**src/rtl/fixed_nest_pic.sv**
```systemverilog
module fixed_nest_pic #(
  parameter int TICK_CYCLES = 1250000
) (
  input  logic       clk,
  input  logic       rst_n,
  input  logic [2:0] ext_req,
  input  logic       bus_wr,
  input  logic [1:0] bus_addr,
  input  logic [7:0] bus_wdata,
  output logic [7:0] bus_rdata,
  input  logic       inta,
  output logic       intr,
  output logic       ack_valid,
  output logic [2:0] ack_vec
);
  localparam int CW = (TICK_CYCLES > 1) ? $clog2(TICK_CYCLES) : 1;
  localparam logic [CW-1:0] TICK_LAST = CW'(TICK_CYCLES - 1);
  localparam logic [2:0] SPURIOUS = 3'd7;
  localparam logic [4:0] SEOI_TAG = 5'b01100;

  // slot order is priority order: slot0 = IRQ0 (tick), 1 = IRQ3, 2 = IRQ4, 3 = IRQ5
  function automatic logic [2:0] irq_of(input int s);
    case (s)
      0: irq_of = 3'd0;
      1: irq_of = 3'd3;
      2: irq_of = 3'd4;
      default: irq_of = 3'd5;
    endcase
  endfunction

  function automatic logic [7:0] spread(input logic [3:0] v);
    spread = {2'b00, v[3], v[2], v[1], 2'b00, v[0]};
  endfunction

  logic [CW-1:0] tick_cnt;
  logic          tick;
  logic [2:0]    ext_q;
  logic [3:0]    irr, isr, mask;
  logic [3:0]    elig, grant, take, eoi_clr, req_set;
  logic [2:0]    win_irq;
  logic          eoi_hit;

  assign tick    = (tick_cnt == TICK_LAST);
  assign req_set = {ext_req & ~ext_q, tick};
  assign eoi_hit = bus_wr && (bus_addr == 2'd1) && (bus_wdata[7:3] == SEOI_TAG);
  assign take    = inta ? grant : 4'b0000;
  assign intr    = |elig;

  always_comb begin
    logic blocked;
    blocked = 1'b0;
    for (int i = 0; i < 4; i++) begin
      blocked = blocked | isr[i];
      elig[i] = irr[i] & ~mask[i] & ~blocked;
    end
  end

  always_comb begin
    logic found;
    found   = 1'b0;
    grant   = '0;
    win_irq = SPURIOUS;
    for (int i = 0; i < 4; i++) begin
      if (elig[i] && !found) begin
        grant[i] = 1'b1;
        win_irq  = irq_of(i);
        found    = 1'b1;
      end
    end
  end

  always_comb begin
    for (int i = 0; i < 4; i++)
      eoi_clr[i] = eoi_hit && (bus_wdata[2:0] == irq_of(i));
  end

  always_comb begin
    case (bus_addr)
      2'd0:    bus_rdata = spread(mask);
      2'd1:    bus_rdata = spread(irr);
      2'd2:    bus_rdata = spread(isr);
      default: bus_rdata = 8'h00;
    endcase
  end

  always_ff @(posedge clk) begin
    if (!rst_n) begin
      tick_cnt  <= '0;
      ext_q     <= '0;
      irr       <= '0;
      isr       <= '0;
      mask      <= '0;
      ack_valid <= 1'b0;
      ack_vec   <= '0;
    end else begin
      tick_cnt  <= tick ? '0 : tick_cnt + 1'b1;
      ext_q     <= ext_req;
      irr       <= (irr & ~take) | req_set;
      isr       <= (isr & ~eoi_clr) | take;
      ack_valid <= inta;
      if (inta) ack_vec <= win_irq;
      if (bus_wr && bus_addr == 2'd0)
        mask <= {bus_wdata[5], bus_wdata[4], bus_wdata[3], bus_wdata[0]};
    end
  end
endmodule


```
**config.mk**
```make
export PLATFORM = sky130hd
export DESIGN_NAME = fixed_nest_pic
export DESIGN_NICKNAME = d
export VERILOG_FILES = /design/src/rtl/fixed_nest_pic.sv
export SDC_FILE = /design/constraint.sdc
export NUM_CORES = 1
export LEC_CHECK = 0
export BUFFER_PORTS_ARGS = -buffer_cell sky130_fd_sc_hd__buf_2
export CORE_UTILIZATION = 49
export CTS_CLUSTER_SIZE = 8
export DETAILED_ROUTE_END_ITERATION = 8
export GPL_TIMING_DRIVEN = 0
export MAX_ROUTING_LAYER = met4
export PLACE_DENSITY = 0.82
export SLEW_MARGIN = 15
export SYNTH_ARGS = -nofsm -noshare
export SYNTH_HDL_FRONTEND = slang
export SYNTH_SLANG_ARGS = --single-unit
```
**constraint.sdc**
```tcl
create_clock -name clk -period 2.06 [get_ports clk]
set_clock_uncertainty 0.05 [all_clocks]
set_input_delay 0.309 -clock clk [delete_from_list [all_inputs] [get_ports clk]]
set_output_delay 0.309 -clock clk [all_outputs]
set_load 0.01 [all_outputs]
```
### Word level (Yosys, flattened, before mapping)

Index checks and enable logic that the tools add are counted.
W data, S select, Z words.

* flip-flop bits (word level): 40
* input port bits: 17

* add/sub/neg operators: 1
* equality and inequality tests: 7
* muxes and demuxes: 12
* bitwise gates (word level): 28
* reductions and logical operators: 17

Operators with widths (count)
* $add A21 B1 Y21 const B: 1
* $eq A21 B21 Y1 const B: 1
* $pmux W6 S3: 1
* $mux W3: 4
* $logic_and A1 B1 Y1: 10
* $not A1 Y1: 9
* $and A1 B1 Y1: 8
* $and A4 B4 Y4: 2
* $not A4 Y4: 2
* $or A4 B4 Y4: 2
* $eq A3 B3 Y1 const B: 2
* $mux W1: 6
* $eq A5 B4 Y1 const B: 1
* $mux W4: 1
* $reduce_or A4 Y1: 1
* $and A3 B3 Y3: 1
* $eq A3 B2 Y1 const B: 1
* $logic_not A1 Y1: 3
* $logic_not A3 Y1: 1
* $not A3 Y3: 1
* $or A1 B1 Y1: 3
* $eq A2 B1 Y1 const B: 1
* $eq A2 B2 Y1 const B: 1
* $logic_not A2 Y1: 1
* $reduce_or A2 Y1: 1

### Depth between registers and ports, before layout

* depth in word-level cells: 17
* gate-level depth with buffers: 6
* mapped depth without buffers: 5

### Least setup slack after synthesis

No wires, ideal clock.

* kind: register to register
* start: register tick_cnt[0]
* end: register tick_cnt[1]
* data arrival time: 1.558 ns
* data required time: 1.895 ns
* slack: 0.337 ns
* stages on the path, launching flop included: 6
* path buffers: 0
* period minus slack after synthesis: 1.723 ns
* cells stage by stage: dfxtp_1 -> ha_1 -> and3_1 -> nand4_1 -> or4_1 -> and3_1

* cells in the longest elaborated chain, start to end: 2
* elaborated cells on any way between the ends: 3
* classes of those cells: add/sub (1); eq/ne (1); reduce/logical (1)

RTL lines
* start, declared: RTL line 35 `logic [CW-1:0] tick_cnt;`
* start signal, assigned: RTL line 96 `tick_cnt <= tick ? '0 : tick_cnt + 1'b1;`
* parallel branches: the longest is 2 deep, another holds $add A21 B1 Y21

Several ways; the timed one is not identified.
A chain may end at the register's enable or synchronous reset.

### Final worst setup path

* start: register tick_cnt[4]
* end: register tick_cnt[1]

* cells in the longest elaborated chain, start to end: 2

RTL lines
* $eq A21 B21 Y1: RTL line 43 `assign tick = (tick_cnt == TICK_LAST);`
* $reduce_or A2 Y1 (no source line)

No other way between the ends.

==> results.tsv <==
stage	metric	value	unit
global_routing	grt_max_degree	13	
global_routing	grt_pass1_wl	6530	um
timing	final-setup-viol-count	0	
floorplanning	die_w	64.5	um
min_path	min_from	ext_req[2]	
routing	wl_per_cell	12.6	um
worst_setup_path	cp_max_fo	10	
min_path	min_to	ext_q[2]	
floorplanning	rows	22	
logic_synthesis	synth-main-ff-cell	dfxtp_1	
routing	ant_nets	0	
timing	period_needed	1.91	ns
logic_synthesis	synth.cell_area	0.00191	mm^2
floorplanning	dieHeight	64.5	um
clock_network	cts_htree_levels	2	
min_path	holdCritPathClass	input pin to register	
worst_setup_path	reg2reg_to	tick_cnt[1]	
timing	grt_setup_unrepaired	no	
logic_synthesis	synth_fa_ha_area_frac	0.00654	
timing	max_freq	0.523	GHz
clock_network	cts_sinks	40	
worst_setup_path	critPathMaxStageDelay	0.58	ns
routing	route.vias.total	1651	
logic_synthesis	synth_xor_area_frac	0.0595	
timing	fin_setup_tns	0	ns
placement	gp_congestion	0.903	
layout	n_antenna_cell	0	
layout	syn2layout_area_growth	16.1	%
logic_synthesis	post-synth-top-area-cell	dfxtp_1	
power	intPower	1.22	mW
logic_synthesis	ys_types	42	
logic_synthesis	synthMuxAreaShare	0.0418	
min_path	whs_path_depth	2	
timing	fin_crit_sh	0.929	
global_routing	grt_remaining_overflow	0	
timing	maxSlewViolCount	0	
routing	dr.pass1.iters	4	
floorplanning	io_pins	30	
power	peakVddDrop	0.522	mV
placement	port_buffers	24	
timing	worst_pin_slew	0.612	ns
worst_setup_path	critPathArrivalTime	2.05	ns
layout	final_util	0.598	
power	switchingPower	0.349	mW
logic_synthesis	synth_edf_count	0	
power	pwr-share-comb	0.091	
power	p_total	1.57	mW
floorplanning	die_area	0.00416	mm^2
worst_setup_path	start_kind	register	
logic_synthesis	async_flop_share	0	
outcome	status	finished, final reports clean	
logic_synthesis	syn_avg_cell_area	8.86	um^2
clock_network	cts_buffer_depth	2	
clock_network	numCtsBuffers	5	
flow_run	maxCapViolCount	0	
worst_setup_path	reg2reg_depth	5	
timing	holdWs	0.194	ns
layout	fill_cells	345	
logic_synthesis	synth_top_family_by_area	simple AND/OR/NAND/NOR gates	
logic_synthesis	synthCells	216	
logic_synthesis	seq_area_frac_synth	0.418	
worst_setup_path	r2r_slack	0.15	ns
logic_synthesis	yosys.area_share.simple	0.307	
placement	hpwl	2730	um
routing	drc	0	
logic_synthesis	netlist_top_cells_area	dfxtp_1, xor2_1, nor2_1	
global_routing	grt_util_all_layers	0.207	
worst_setup_path	cp_data_required_time	2.19	ns
worst_setup_path	crit_type	register to register	
worst_setup_path	crit_slowest_cell	or4_1	
timing	report.final.hold_viol_count	0	
layout	fin_nets	268	
clock_network	cts.clk_slew.worst_paths	0.07	ns
logic_synthesis	yosys_warnings	0	
power	p_sw_frac	0.222	
worst_setup_path	end_kind	register	
logic_synthesis	synth-compound-area-share	0.124	
timing	relSlewSlack	0.587	
layout	drive_above_1_share	0.191	
logic_synthesis	synth_top_area_frac	0.418	
routing	viasPerCell	5.52	
clock_network	post-cts-setup-buffers	0	
power	p_seq_frac	0.519	
power	leakagePower	0.868	nW
clock_network	cts_root_buf	clkbuf_8	
floorplanning	design.core.area	0.00372	mm^2
clock_network	cts_tree	yes	
global_routing	grt_pass1_vias	1528	
global_routing	antenna_found_initial	0	
power	cellPowerDensity	707	mW/mm^2
routing	drt_iter0_markers	108	
worst_setup_path	cp_cell_sequence	buf_2, nor4b_1, nand4_1, or4_1, and3_1	
floorplanning	start_util	0.515	
clock_network	clk_latency	0.28	ns
power	power.share.clock	0.390	
worst_setup_path	rr_startpoint	tick_cnt[4]	
logic_synthesis	ys_seq_elements	40	
routing	drt-total-wl	3780	um
==> registers in the layout, summed over array words and instances (netlist names) <==
| register | cells |
|---|---|
| ack_valid | 1 |
| ack_vec | 3 |
| ext_q | 3 |
| mask | 4 |
| irr | 4 |
| isr | 4 |
| tick_cnt | 21 |
==> metal layers <==
metal,vias up,global-route usage,share of wire
li1,837,-,-
met1,770,0.235,0.47
met2,34,0.339,0.46
met4,0,0.106,0.022
met3,10,0.0475,0.045
met5,-,-,0
==> placed cells by master, fill, tap and decap left out, drive strengths merged, types with 2 or more instances in the layout <==
master / instances
and4: 4
xor2: 11
and2: 6
xnor2: 2
nor2: 22
or3: 3
o21ai: 14
buf: 31
clkbuf: 11
mux2i: 8
nor3: 2
nor3b: 3
dfxtp: 40
nand2: 12
o41ai: 2
and3: 3
or4: 4
conb: 4
nor2b: 4
nand2b: 10
o31ai: 3
a21oi: 16
nor4b: 4
nand3: 7
nand4: 9
inv: 3
==> how the worst max path moves through the flow <==
stage	start	cells after the start	slack, ns	endpoint
2_1_floorplan	tick_cnt[0]	5	0.34	tick_cnt[1]
3_3_place_gp	tick_cnt[0]	6	0.20	tick_cnt[5]
3_5_place_dp	tick_cnt[4]	6	0.13	tick_cnt[15]
4_1_cts	tick_cnt[4]	6	0.12	tick_cnt[4]
5_1_grt	tick_cnt[0]	6	0.04	tick_cnt[18]
6_report	tick_cnt[4]	5	0.15	tick_cnt[1]
==> power by group through the flow <==
| stage | sequential [mW] | clock (mW) | combinational, mW |
|---|---|---|---|
| 5_1_grt | 0.820 | 0.666 | 0.159 |
| 3_5_place_dp | 0.834 | 0 | 0.141 |
| 6_report | 0.816 | 0.614 | 0.143 |
| 3_3_place_gp | 0.833 | 0 | 0.139 |
| 2_1_floorplan | 0.833 | 0 | 0.0891 |
| 4_1_cts | 0.816 | 0.635 | 0.142 |
==> what timing repair did <==
action	CTS	global route
resized for setup	0	2
hold buffers	0	0
endpoints found under the setup margin	0	8
==> stage by stage <==
stage	cells	worst slack (ns)	instance area, um^2
after floorplan	219	0.337	1930
after global placement	291	0.197	2110
after detailed placement	291	0.130	2110
after CTS	299	0.117	2210
after global routing	299	0.0445	2220
final	299	0.146	2220
==> critical path, delay by kind of cell (launching register included) <==
kind / cells / cell delay, ns
and+or+nand+nor: 4 / 1.29
DFF: 1 / 0.30
buffers and inverters: 1 / 0.17
==> layout make-up <==
type	count	area, um^2	share of cell area
inverter	3	11.3	0.00506
sequential	40	801	0.360
buffer	12	70.1	0.0315
timing repair buffer	24	120	0.0540
tap	48	60.1	0.0270
clock inverter	2	35.0	0.0158
multi-input combinational	164	1050	0.474
clock buffer	6	72.6	0.0326
==> synth_stat cells, drive strengths merged (6+ instances only) <==
cell    count
xor2       11
nand2      12
and2        6
nand3       7
nand4       9
mux2i       8
o21ai      14
a21oi      16
buf         8
nand2b     10
dfxtp      40
nor2       22
==> cell families after synthesis <==
family	Yosys count
multiplexers	8
other	1
flip-flops	40
adder cells (fa/ha/maj)	1
AO/OA/AOI/OAI	40
XOR/XNOR	13
buffers and inverters	15
AND/OR/NAND/NOR	98
Note: power is estimated with default switching activity, not from simulation.
